$ cat src/rtl/spi_regport_pkg.sv
package spi_regport_pkg;
  localparam int SPI_ADDR_W = 8;
  localparam int SPI_DATA_W = 8;

  function automatic logic f_is_read(input logic [SPI_ADDR_W-1:0] abyte);
    return abyte[SPI_ADDR_W-1];
  endfunction

  function automatic logic [SPI_ADDR_W-2:0] f_reg_idx(input logic [SPI_ADDR_W-1:0] abyte);
    return abyte[SPI_ADDR_W-2:0];
  endfunction
endpackage

$ cat src/rtl/spi_sync.sv
module spi_sync #(
  parameter int W = 3,
  parameter int STAGES = 2,
  parameter logic [W-1:0] RST_VAL = '0
) (
  input  logic         clk,
  input  logic         rst_n,
  input  logic [W-1:0] d,
  output logic [W-1:0] q
);
  logic [W-1:0] stg [STAGES];

  for (genvar s = 0; s < STAGES; s++) begin : g_stage
    always_ff @(posedge clk or negedge rst_n) begin
      if (!rst_n) stg[s] <= RST_VAL;
      else if (s == 0) stg[s] <= d;
      else stg[s] <= stg[(s == 0) ? 0 : s-1];
    end
  end

  assign q = stg[STAGES-1];
endmodule

$ cat src/rtl/spi_frame.sv
module spi_frame
  import spi_regport_pkg::*;
#(
  parameter int ADDR_W = SPI_ADDR_W,
  parameter int DATA_W = SPI_DATA_W,
  localparam int FRAME_BITS = ADDR_W + DATA_W,
  localparam int CNT_W = $clog2(FRAME_BITS + 1)
) (
  input  logic              clk,
  input  logic              rst_n,
  input  logic              sck_s,
  input  logic              cs_n_s,
  input  logic              sdi_s,
  output logic              sck_fall,
  output logic [CNT_W-1:0]  cnt,
  output logic              is_rd,
  output logic [ADDR_W-2:0] rf_addr,
  output logic [DATA_W-1:0] rf_wdata,
  output logic              rf_we,
  output logic              rf_re
);
  localparam int SH_W = (ADDR_W > DATA_W) ? ADDR_W : DATA_W;
  localparam logic [CNT_W-1:0] ADDR_LAST  = CNT_W'(ADDR_W - 1);
  localparam logic [CNT_W-1:0] FRAME_LAST = CNT_W'(FRAME_BITS - 1);
  localparam logic [CNT_W-1:0] FRAME_END  = CNT_W'(FRAME_BITS);
  localparam logic [CNT_W-1:0] ADDR_END   = CNT_W'(ADDR_W);

  logic            sck_q;
  logic            sck_rise;
  logic [SH_W-1:0] sh;
  logic [SH_W-1:0] sh_next;
  logic            addr_done;
  logic            frame_done;

  assign sck_rise   = sck_s & ~sck_q & ~cs_n_s;
  assign sck_fall   = ~sck_s & sck_q & ~cs_n_s;
  assign sh_next    = {sh[SH_W-2:0], sdi_s};
  assign addr_done  = sck_rise && (cnt == ADDR_LAST);
  assign frame_done = sck_rise && (cnt == FRAME_LAST);

  always_ff @(posedge clk or negedge rst_n) begin
    if (!rst_n) begin
      sck_q    <= 1'b0;
      cnt      <= '0;
      sh       <= '0;
      is_rd    <= 1'b0;
      rf_addr  <= '0;
      rf_wdata <= '0;
      rf_we    <= 1'b0;
      rf_re    <= 1'b0;
    end else begin
      sck_q <= sck_s;
      rf_we <= 1'b0;
      rf_re <= 1'b0;
      if (cs_n_s) begin
        cnt   <= '0;
        is_rd <= 1'b0;
      end else if (sck_rise && cnt < FRAME_END) begin
        sh  <= sh_next;
        cnt <= cnt + 1'b1;
        if (addr_done) begin
          rf_addr <= f_reg_idx(sh_next[ADDR_W-1:0]);
          is_rd   <= f_is_read(sh_next[ADDR_W-1:0]);
          rf_re   <= f_is_read(sh_next[ADDR_W-1:0]);
        end
        if (frame_done && !is_rd) begin
          rf_wdata <= sh_next[DATA_W-1:0];
          rf_we    <= 1'b1;
        end
      end
    end
  end

  p_we_at_end_r2: assert property (@(posedge clk) disable iff (!rst_n)
    rf_we |-> (cnt == FRAME_END));
  p_we_single_r2: assert property (@(posedge clk) disable iff (!rst_n)
    rf_we |=> !rf_we);
  p_re_at_addr_r4: assert property (@(posedge clk) disable iff (!rst_n)
    rf_re |-> (cnt == ADDR_END) && is_rd);
  p_we_re_excl_r4: assert property (@(posedge clk) disable iff (!rst_n)
    !(rf_we && rf_re));
  p_cnt_bound_r9: assert property (@(posedge clk) disable iff (!rst_n)
    cnt <= FRAME_END);
endmodule

$ cat src/rtl/spi_sdo_drv.sv
module spi_sdo_drv #(
  parameter int DATA_W = 8
) (
  input  logic              clk,
  input  logic              rst_n,
  input  logic              frame_act,
  input  logic              load,
  input  logic [DATA_W-1:0] load_data,
  input  logic              fall,
  input  logic              launch_ok,
  output logic              sdo,
  output logic              sdo_oe
);
  logic [DATA_W-1:0] sh;
  logic              launched;

  always_ff @(posedge clk or negedge rst_n) begin
    if (!rst_n) begin
      sh       <= '0;
      sdo      <= 1'b0;
      launched <= 1'b0;
    end else if (!frame_act) begin
      launched <= 1'b0;
    end else if (load) begin
      sh <= load_data;
    end else if (fall && launch_ok) begin
      sdo      <= sh[DATA_W-1];
      sh       <= {sh[DATA_W-2:0], 1'b0};
      launched <= 1'b1;
    end
  end

  assign sdo_oe = launched & frame_act;

  p_sdo_hold_r5: assert property (@(posedge clk) disable iff (!rst_n)
    (sdo_oe && !fall) |=> $stable(sdo));
endmodule

$ cat src/rtl/spi_regport.sv
module spi_regport
  import spi_regport_pkg::*;
#(
  parameter int ADDR_W = SPI_ADDR_W,
  parameter int DATA_W = SPI_DATA_W,
  parameter int SYNC_STAGES = 2
) (
  input  logic              clk,
  input  logic              rst_n,
  input  logic              sck,
  input  logic              cs_n,
  input  logic              sdi,
  output logic              sdo,
  output logic              sdo_oe,
  output logic [ADDR_W-2:0] rf_addr,
  output logic [DATA_W-1:0] rf_wdata,
  output logic              rf_we,
  output logic              rf_re,
  input  logic [DATA_W-1:0] rf_rdata
);
  localparam int FRAME_BITS = ADDR_W + DATA_W;
  localparam int CNT_W = $clog2(FRAME_BITS + 1);
  localparam logic [CNT_W-1:0] ADDR_END  = CNT_W'(ADDR_W);
  localparam logic [CNT_W-1:0] FRAME_END = CNT_W'(FRAME_BITS);

  logic [2:0]       pins_s;
  logic             sck_s, cs_n_s, sdi_s;
  logic             sck_fall;
  logic [CNT_W-1:0] cnt;
  logic             is_rd;
  logic             data_phase;

  spi_sync #(.W(3), .STAGES(SYNC_STAGES), .RST_VAL(3'b010)) u_sync (
    .clk(clk), .rst_n(rst_n), .d({sck, cs_n, sdi}), .q(pins_s)
  );
  assign {sck_s, cs_n_s, sdi_s} = pins_s;

  spi_frame #(.ADDR_W(ADDR_W), .DATA_W(DATA_W)) u_frame (
    .clk(clk), .rst_n(rst_n), .sck_s(sck_s), .cs_n_s(cs_n_s), .sdi_s(sdi_s),
    .sck_fall(sck_fall), .cnt(cnt), .is_rd(is_rd), .rf_addr(rf_addr),
    .rf_wdata(rf_wdata), .rf_we(rf_we), .rf_re(rf_re)
  );

  assign data_phase = is_rd && (cnt >= ADDR_END) && (cnt < FRAME_END);

  spi_sdo_drv #(.DATA_W(DATA_W)) u_sdo (
    .clk(clk), .rst_n(rst_n), .frame_act(~cs_n_s), .load(rf_re),
    .load_data(rf_rdata), .fall(sck_fall), .launch_ok(data_phase),
    .sdo(sdo), .sdo_oe(sdo_oe)
  );

  p_oe_data_phase_r6: assert property (@(posedge clk) disable iff (!rst_n)
    sdo_oe |-> (cnt >= ADDR_END) && is_rd);
  p_oe_idle_r6: assert property (@(posedge clk) disable iff (!rst_n)
    cs_n_s |-> !sdo_oe);
endmodule

$ cat config.mk
export PLATFORM = sky130hd
export DESIGN_NAME = spi_regport
export DESIGN_NICKNAME = d
export VERILOG_FILES = /design/src/rtl/spi_regport_pkg.sv /design/src/rtl/spi_sync.sv /design/src/rtl/spi_frame.sv /design/src/rtl/spi_sdo_drv.sv /design/src/rtl/spi_regport.sv
export SDC_FILE = /design/constraint.sdc
export NUM_CORES = 1
export LEC_CHECK = 0
export ABC_AREA = 1
export CAP_MARGIN = 20
export CORE_MARGIN = 3
export CORE_UTILIZATION = 40
export CTS_BUF_LIST = sky130_fd_sc_hd__clkbuf_8
export DETAILED_ROUTE_END_ITERATION = 8
export SLEW_MARGIN = 10
export SYNTH_ARGS = -nofsm -noshare
export SYNTH_HDL_FRONTEND = slang
export SYNTH_SLANG_ARGS = --single-unit
$ cat constraint.sdc
create_clock -name clk -period 1.95 [get_ports clk]
set_clock_uncertainty 0.2 [all_clocks]
set_input_delay 0.39 -clock clk [delete_from_list [all_inputs] [get_ports clk]]
set_output_delay 0.39 -clock clk [all_outputs]
set_load 0.005 [all_outputs]
==> results of run 1 <==
[cell families after synthesis]
kind of cell    Yosys count  share of synthesized area
simple gates            107                      0.247
flops                    47                      0.593
compound gates           27                     0.0843
buf+inv                  25                     0.0629
fa+ha+maj                 2                     0.0126
[cells in the final DEF (no fill, tap or decap), drive strengths merged]
cell | synthesis | routed
nand2 | 80 | 80
dfrtp | 45 | 45
clkdlybuf4s50 | 0 | 30
o21ai | 25 | 25
inv | 19 | 20
nor2 | 13 | 13
nand3 | 11 | 11
clkbuf | 0 | 7
buf | 5 | 4
nand4 | 3 | 3
ha | 2 | 2
dfstp | 2 | 2
a21oi | 1 | 1
clkinv | 1 | 1
o21a | 1 | 1
dlygate4sd3 | 0 | 1
[layout make-up]
cell class / instances / share of cell area
Clock buffer: 7 / 0.0390
Clock inverter: 1 / 0.00152
Inverter: 20 / 0.0304
Multi-Input combinational cell: 136 / 0.277
Sequential cell: 47 / 0.477
Tap cell: 67 / 0.0339
Timing Repair Buffer: 35 / 0.142
[through the flow]
| step | std cells | instance area (sq um) | total power [W] | setup WS, ns |
|---|---|---|---|---|
| 2_1_floorplan | 208 | 1990 | 0.00113 | 0.345 |
| 3_3_place_gp | 303 | 2350 | 0.00119 | 0.272 |
| 3_5_place_dp | 303 | 2350 | 0.00119 | 0.237 |
| 4_1_cts | 313 | 2470 | 0.00182 | 0.0624 |
| 5_1_grt | 313 | 2470 | 0.00187 | 0.0364 |
| 6_report | 313 | 2470 | 0.00179 | 0.0743 |
[layer usage]
metal  up-vias  global-route usage
met5         -                   0
met4         0              0.0326
met3         2              0.0378
met2        27               0.194
met1       640               0.190
li1        732                   -
[registers in the layout, summed over array words and instances (netlist names)]
signal,flops
u_frame.rf_addr,7
u_frame.cnt,5
u_frame.sck_q,1
u_frame.rf_wdata,8
u_frame.is_rd,1
u_sync.stg,3
u_sdo.launched,1
u_sync.q,3
u_frame.sh,7
u_sdo.sdo,1
u_frame.rf_re,1
u_frame.rf_we,1
u_sdo.sh,8
[worst max-delay path: stages (launching register included)]
cell and delay [ns]:
dfstp_2 0.53, nor2_1 0.04, clkdlybuf4s50_1 0.43
[power groups by stage]
stage	logic, W	registers (W)	clock network (W)
global placement	0.000131	0.00106	0
detailed placement	0.000132	0.00106	0
finish	0.000132	0.00104	0.000623
floorplan	0.0000723	0.00105	0
CTS	0.000137	0.00104	0.000644
global route	0.000153	0.00104	0.000674
[cell usage after synthesis (2+ instances only)]
master   instances
buf_6            2
dfrtp_1         45
dfstp_2          2
ha_1             2
inv_1           17
inv_2            2
nand2_1         74
nand2_2          4
nand2_4          2
nand3_1         10
nand4_1          2
nor2_1           9
nor2_2           3
o21ai_1         16
o21ai_2          8
[how the worst min path moves through the flow]
stage | from | end | slack, ns | depth (start not counted)
after global routing | u_sync.stg[4] | u_sync.q[1] | 0.17 | 0
after floorplan | rst_n | u_frame.cnt[0] | -0.11 | 0
after global placement | rst_n | u_frame.cnt[4] | 0.14 | 1
after detailed placement | rst_n | u_sync.q[2] | 0.14 | 1
final | u_sync.stg[4] | u_sync.q[1] | 0.16 | 0
after CTS | u_sync.stg[4] | u_sync.q[1] | 0.16 | 0
[timing repair]
| action | in CTS | in global routing |
|---|---|---|
| endpoints found under the setup margin | 1 | 0 |
| setup buffers | 1 | 0 |
| hold buffers | 1 | 0 |
| endpoints found under the hold margin | 14 | 0 |
==> impl_metrics.py, run 1 <==
metrics = {
    "clocking": {
        "root_buffer": "clkbuf_8",
        "ctsResizeCount": 0,
        "htreeDepth": 2,
        "clockBufferDepth": 2,
        "path_clk_slew_ns": 0.08,
        "numClockSinks": 47,
        "cts_tree": "done",
        "cts-buffers-inserted": 5,
        "clk_latency_ns": 0.29,
    },
    "route": {
        "drt_iter0_drc": 46,
        "highest_layer": "met4",
        "vias_per_cell": 4.48,
        "wl_um": 3480,
        "antenna_left": 0,
        "drt_pass1_iterations": 4,
        "remaining_drc_errors": 0,
        "dr_wl_met2_um": 1520,
        "wl_met3_um": 150,
        "via_count": 1401,
        "wire_per_inst_um": 11.1,
        "wl_met1_um": 1790,
    },
    "die": {
        "start_util": 0.418,
        "die-width_um": 76.5,
        "fp.dieH_um": 76.5,
        "die-area_sq_mm": 0.00585,
        "pin_count": 32,
        "fp-row-count": 25,
        "coreArea_sq_mm": 0.00475,
    },
    "layout": {
        "fillers": 480,
        "final_nets": 260,
        "drive_above_1_share": 0.142,
        "final_util": 0.520,
        "seq_area_sq_mm": 0.00118,
        "areaGrowthSynthToFinish_pct": 24.4,
        "antennaDiodeCount": 0,
        "multi_input_area_sq_um": 684,
    },
    "critical_path": {
        "endpoint_kind": "output pin",
        "critPathCapture": "sdo_oe",
        "cp_max_fo": 2,
        "cp.required_ns": 1.36,
        "critical_path_arrival_ns": 1.29,
        "rrSetupSlack_ns": 0.23,
        "cp-startpoint": "u_sync.q[1]",
        "r2r-start": "u_frame.cnt[0]",
        "start_kind": "register",
        "critical_path_class": "reg2out",
        "reg2reg_depth": 7,
        "rr_endpoint": "u_frame.rf_wdata[7]",
    },
    "synth": {
        "synthArstFlopShare": 1.00,
        "synth-edff-count": 0,
        "yosysUniqueCellTypes": 25,
        "synth_area_leaders": "dfrtp_1 (57%), nand2_1 (14%), o21ai_1 (4.0%)",
        "syn_area_per_cell_sq_um": 9.56,
        "synth_area_sq_mm": 0.00199,
        "ys_ff_latch": 47,
        "yosysWarnings": 0,
        "synth_top_flop_cell": "dfrtp_1",
        "synth_top_area_share": 0.566,
        "synthesis.nets": 223,
        "synthCells": 208,
        "synth_top_cell_by_area": "dfrtp_1",
        "synth_seq_area_share": 0.593,
    },
    "global_route": {
        "grt_pass1_wl_um": 6340,
        "overflow": 0,
        "antenna_found_initial": 0,
        "grt_max_degree": 32,
        "grt_pass1_vias": 1369,
        "grt_util_all_layers": 0.131,
    },
    "timing": {
        "setup_viol": 0,
        "slew_headroom": 0.733,
        "worstMarginPinSlew_ns": 0.400,
        "fin_crit_sh": 0.962,
        "finalSetupTns_ns": 0,
        "finalCriticalPeriod_ns": 1.88,
        "hold_ws_ns": 0.157,
        "timing.fmax_ghz": 0.533,
        "grt_setup_unrepaired": "false",
        "slew_viol_final": 0,
        "hold_violations": 0,
    },
    "placement": {
        "place.port_buffers": 31,
        "gp_congestion": 0.800,
        "dpl.hpwl_um": 2430,
    },
    "power_and_ir_drop": {
        "seq_power_share": 0.579,
        "p_leak_nw": 1.14,
        "powerDensity_mw_per_mm2": 725,
        "power_switching_w": 0.000409,
        "pwr-share-clk": 0.347,
        "ir_drop_mv": 0.522,
        "swShare": 0.228,
        "internal_power_w": 0.00138,
        "p_comb_frac": 0.074,
    },
    "job": {
        "maxCapViolCount": 0,
    },
    "worst_hold_path": {
        "hold_class": "reg2reg",
    },
    "run_status": {
        "run_status": "complete, no violations",
    },
}
No activity file was read; power rests on OpenSTA's default activity.
==> inputs of run 2 (changes only) <==
Settings changed: CORE_MARGIN 3 to 10, DONT_BUFFER_PORTS set to 1.
==> impl_metrics.py, run 2 (synthesis results as in run 1) <==
metrics = {
    "clocking": {
        "root_buffer": "clkbuf_8",
        "path_clk_slew_ns": 0.08,
        "numClockSinks": 47,
        "cts-buffers-inserted": 5,
        "clk_latency_ns": 0.29,
        "clockBufferDepth": 2,
        "cts_tree": "done",
        "htreeDepth": 2,
        "postCtsSetupRepairBufs": 0,
    },
    "layout": {
        "areaGrowthSynthToFinish_pct": 11.0,
        "multi_input_area_sq_um": 684,
        "antennaDiodeCount": 0,
        "layout_commonest_cell": "nand2_1",
        "final_util": 0.461,
        "seq_area_sq_mm": 0.00118,
        "drive_above_1_share": 0.153,
        "fillers": 481,
        "final_nets": 230,
        "reg_top3": "u_frame.rf_wdata: 8 flops, u_sdo.sh: 8 flops",
        "layout_common_cells": "nand2_1 (74), dfrtp_1 (45), inv_1 (17), o21ai_1 (16), nand3_1 (10)",
    },
    "worst_hold_path": {
        "hold_class": "in2reg",
    },
    "power_and_ir_drop": {
        "powerDensity_mw_per_mm2": 853,
        "p_leak_nw": 1.04,
        "ir_drop_mv": 0.598,
    },
    "job": {
        "maxCapViolCount": 0,
    },
    "timing": {
        "slew_headroom": 0.746,
        "finalSetupTns_ns": 0,
        "finalCriticalPeriod_ns": 1.73,
        "grt_setup_unrepaired": "false",
        "timing.fmax_ghz": 0.577,
        "worstMarginPinSlew_ns": 0.380,
        "setup_viol": 0,
        "hold_violations": 0,
        "slew_viol_final": 0,
        "fin_crit_sh": 0.888,
    },
    "die": {
        "die-area_sq_mm": 0.00819,
        "fp.dieH_um": 90.5,
        "coreArea_sq_mm": 0.00479,
        "die-width_um": 90.5,
        "start_util": 0.415,
        "fp-row-count": 25,
        "pin_count": 32,
    },
    "critical_path": {
        "endpoint_kind": "register",
        "critical_path_class": "reg2reg",
        "cp_max_fo": 17,
        "start_kind": "register",
        "cp.required_ns": 1.93,
        "critical_path_arrival_ns": 1.72,
    },
    "route": {
        "drt_iter0_drc": 51,
        "vias_per_cell": 4.64,
        "via_count": 1314,
        "wl_um": 3620,
        "drt_pass1_iterations": 4,
        "wire_per_inst_um": 12.8,
        "antenna_left": 0,
        "remaining_drc_errors": 0,
    },
    "run_status": {
        "run_status": "complete, no violations",
    },
    "global_route": {
        "grt_pass1_wl_um": 6640,
        "grt_util_all_layers": 0.0962,
        "antenna_found_initial": 0,
        "grt_max_degree": 48,
        "grt_pass1_vias": 1357,
        "overflow": 0,
    },
    "placement": {
        "place.port_buffers": 0,
        "gp_congestion": 0.758,
        "dpl.hpwl_um": 2540,
    },
}
run 2: power by group:
group	internal [W]	switching (W)
registers	0.00102	0.0000215
clock network	0.000415	0.000314
logic	0.0000342	0.0000807
run 2: layer usage:
metal,up-vias,part of all wire,track usage
met1,614,0.49,0.125
met5,-,0,0
li1,666,-,-
met3,3,0.088,0.0432
met2,31,0.42,0.138
met4,0,0.0044,0.0318
run 2: path summary, 6_finish.rpt:
path                                 from                  end  slack [ns]  cells after the start
min in group asynchronous           rst_n       u_sdo.launched        0.39                      2
max in group asynchronous           rst_n        u_sync.stg[4]        0.90                      2
min                           rf_rdata[0]          u_sdo.sh[0]        0.09                      4
max                        u_frame.cnt[0]  u_frame.rf_wdata[7]        0.22                      7
max reg2reg                u_frame.cnt[0]  u_frame.rf_wdata[7]        0.22                      7
min reg2reg                 u_sync.stg[5]          u_sync.q[2]        0.15                      0
run 2: layout make-up:
class	instances	area share
clock buffers	6	0.0374
inverters	20	0.0340
flip-flops and latches	47	0.534
well taps	67	0.0380
multi-input cells	136	0.310
clock inverters	2	0.0159
repair buffers	5	0.0306
run 2: through the flow:
stage                     power [W]  cell area [sq um]  cells  hold slack (ns)  setup WS [ns]
after global placement      0.00114               2020    270           -0.104          0.276
after detailed placement    0.00114               2020    270           -0.104          0.210
after floorplan             0.00113               1990    208           -0.106          0.345
after CTS                   0.00190               2210    283           0.0861          0.197
final                       0.00188               2210    283           0.0895          0.218
after global routing        0.00197               2210    283            0.107         0.0450
run 2: critical path, stage by stage, from the launching register on:
cell,delay [ns]
dfrtp_1,0.39
ha_1,0.18
nand2_1,0.10
nor2_1,0.10
ha_1,0.20
nand4_4,0.25
nand2_1,0.15
o21ai_2,0.06
run 2: what timing repair did:
action                                 4_1_cts  5_1_grt
endpoints found under the hold margin       50        0
hold buffers                                 5        0
resized for setup                            0        0
==> inputs of run 3 (changes only) <==
Settings changed: CAP_MARGIN 20 to 15.
Clock period 1.95 ns to 1.4 ns, I/O delays scaled along.
==> impl_metrics.py, run 3 (synthesis results as in run 1) <==
metrics = {
    "route": {
        "wl_um": 4970,
        "drt_iter0_drc": 45,
        "wire_per_inst_um": 15.6,
        "drt_pass1_iterations": 4,
        "antenna_left": 0,
        "vias_per_cell": 4.84,
        "via_count": 1544,
        "remaining_drc_errors": 0,
    },
    "run_status": {
        "run_status": "finished with violations",
        "violations": "hold timing, setup timing",
    },
    "critical_path": {
        "cp.required_ns": 1.38,
        "critPathCapture": "u_frame.is_rd",
        "cp_max_fo": 8,
        "rr_endpoint": "u_frame.is_rd",
        "rrSetupSlack_ns": -0.20,
        "start_kind": "register",
        "critical_path_arrival_ns": 1.58,
        "critical_path_class": "reg2reg",
        "r2r-start": "u_frame.cnt[1]",
        "reg2reg_depth": 7,
        "endpoint_kind": "register",
        "cp-startpoint": "u_frame.cnt[1]",
    },
    "power_and_ir_drop": {
        "power_w": 0.00290,
        "p_leak_nw": 1.38,
        "ir_drop_mv": 0.903,
        "powerDensity_mw_per_mm2": 989,
    },
    "clocking": {
        "htreeDepth": 2,
        "numClockSinks": 47,
        "cts-buffers-inserted": 5,
        "cts_tree": "done",
        "root_buffer": "clkbuf_8",
        "path_clk_slew_ns": 0.09,
        "clk_latency_ns": 0.30,
        "hold_buffers": 8,
        "clockBufferDepth": 2,
    },
    "timing": {
        "hold_ws_ns": -0.528,
        "worstMarginPinSlew_ns": 0.343,
        "slew_headroom": 0.771,
        "fin_crit_sh": 1.14,
        "slew_viol_final": 0,
        "setup_viol": 40,
        "timing.fmax_ghz": 0.625,
        "setup_slack_ns": -0.200,
        "grt_setup_unrepaired": "true",
        "hold_violations": 47,
        "finalCriticalPeriod_ns": 1.60,
    },
    "layout": {
        "layout_common_cells": "nand2_1 (48), dfrtp_1 (43), nand2_2 (22), o21ai_2 (21), inv_1 (15)",
        "areaGrowthSynthToFinish_pct": 47.5,
        "final_nets": 266,
        "layout_commonest_cell": "nand2_1",
        "drive_above_1_share": 0.480,
        "reg_top3": "u_frame.rf_wdata: 8 flops, u_sdo.sh: 8 flops",
        "final_util": 0.613,
        "antennaDiodeCount": 0,
    },
    "die": {
        "fp-row-count": 25,
        "coreArea_sq_mm": 0.00479,
        "die-width_um": 90.5,
        "start_util": 0.415,
        "fp.dieH_um": 90.5,
        "pin_count": 32,
        "die-area_sq_mm": 0.00819,
    },
    "global_route": {
        "overflow": 0,
        "grt_pass1_vias": 1569,
        "grt_max_degree": 48,
        "grt_util_all_layers": 0.121,
        "antenna_found_initial": 0,
        "grt_pass1_wl_um": 8200,
    },
    "placement": {
        "gp_congestion": 0.779,
        "place.port_buffers": 0,
        "pre_cts_ws_ns": -0.259,
        "dpl.hpwl_um": 2730,
    },
    "job": {
        "maxCapViolCount": 0,
    },
    "worst_hold_path": {
        "hold_class": "in2async",
    },
}
==> run 3: changes by cell type in the layout (fill, tap and decap cells not counted), sizes merged <==
cell and delta:
clkbuf -1, clkinvlp +1, nand4 +2, bufinv +1
nand2 +1, buf +29, dlygate4sd3 +4, clkinv -1
==> run 3: worst min-delay path by stage <==
stage | startpoint | endpoint | slack [ns] | depth (start not counted)
floorplan | rst_n | u_frame.cnt[0] | -0.22 | 0
global placement | rst_n | u_sdo.launched | -0.21 | 0
detailed placement | rst_n | u_sdo.sdo | -0.21 | 0
CTS | rst_n | u_sdo.launched | -0.54 | 0
global route | rst_n | u_frame.rf_addr[2] | -0.56 | 0
finish | rst_n | u_frame.rf_addr[2] | -0.53 | 0
==> run 3: what timing repair did <==
item	CTS	global route
gates cloned	6	1
hold endpoints to repair	55	47
setup buffers	3	8
resized for setup	34	59
pin swaps	11	29
setup endpoints to repair	25	42
==> run 3: power breakdown <==
group          internal, W  switching, W  total (W)  leakage (nW)
Sequential         0.00142     0.0000499    0.00147         0.587
Clock             0.000712      0.000453    0.00116        0.0644
Combinational     0.000123      0.000146   0.000269         0.726
==> run 3: per-stage QoR <==
stage	area (sq um)	TNS (ns)	instances
after floorplan	1990	-1.76	208
after global placement	2170	-3.30	287
after detailed placement	2170	-3.92	287
after CTS	2660	-4.54	312
after global routing	2930	-6.72	319
final	2930	-4.48	319
==> run 3: area by class of cell <==
class	instances	area [sq um]
multi-input cells	139	1010
fillers	409	1850
clock inverters	3	67.6
inverters	20	77.6
repair buffers	38	439
well taps	67	83.8
flip-flops and latches	47	1180
clock buffers	5	68.8
==> run 3: worst max-delay path, cell delays in order, from the launching register on <==
cell and delay, ns:
dfrtp_1 0.40, ha_4 0.16, nand2_4 0.06, buf_6 0.13
nor2_4 0.22, nand2_4 0.16, nand3_2 0.09, nand2_1 0.06
==> run 3: metal layers <==
layer | wire [um] | global-route usage
met1 | 2160 | 0.151
met2 | 2510 | 0.194
met3 | 261 | 0.0457
met4 | 36 | 0.0292
met5 | 0 | 0
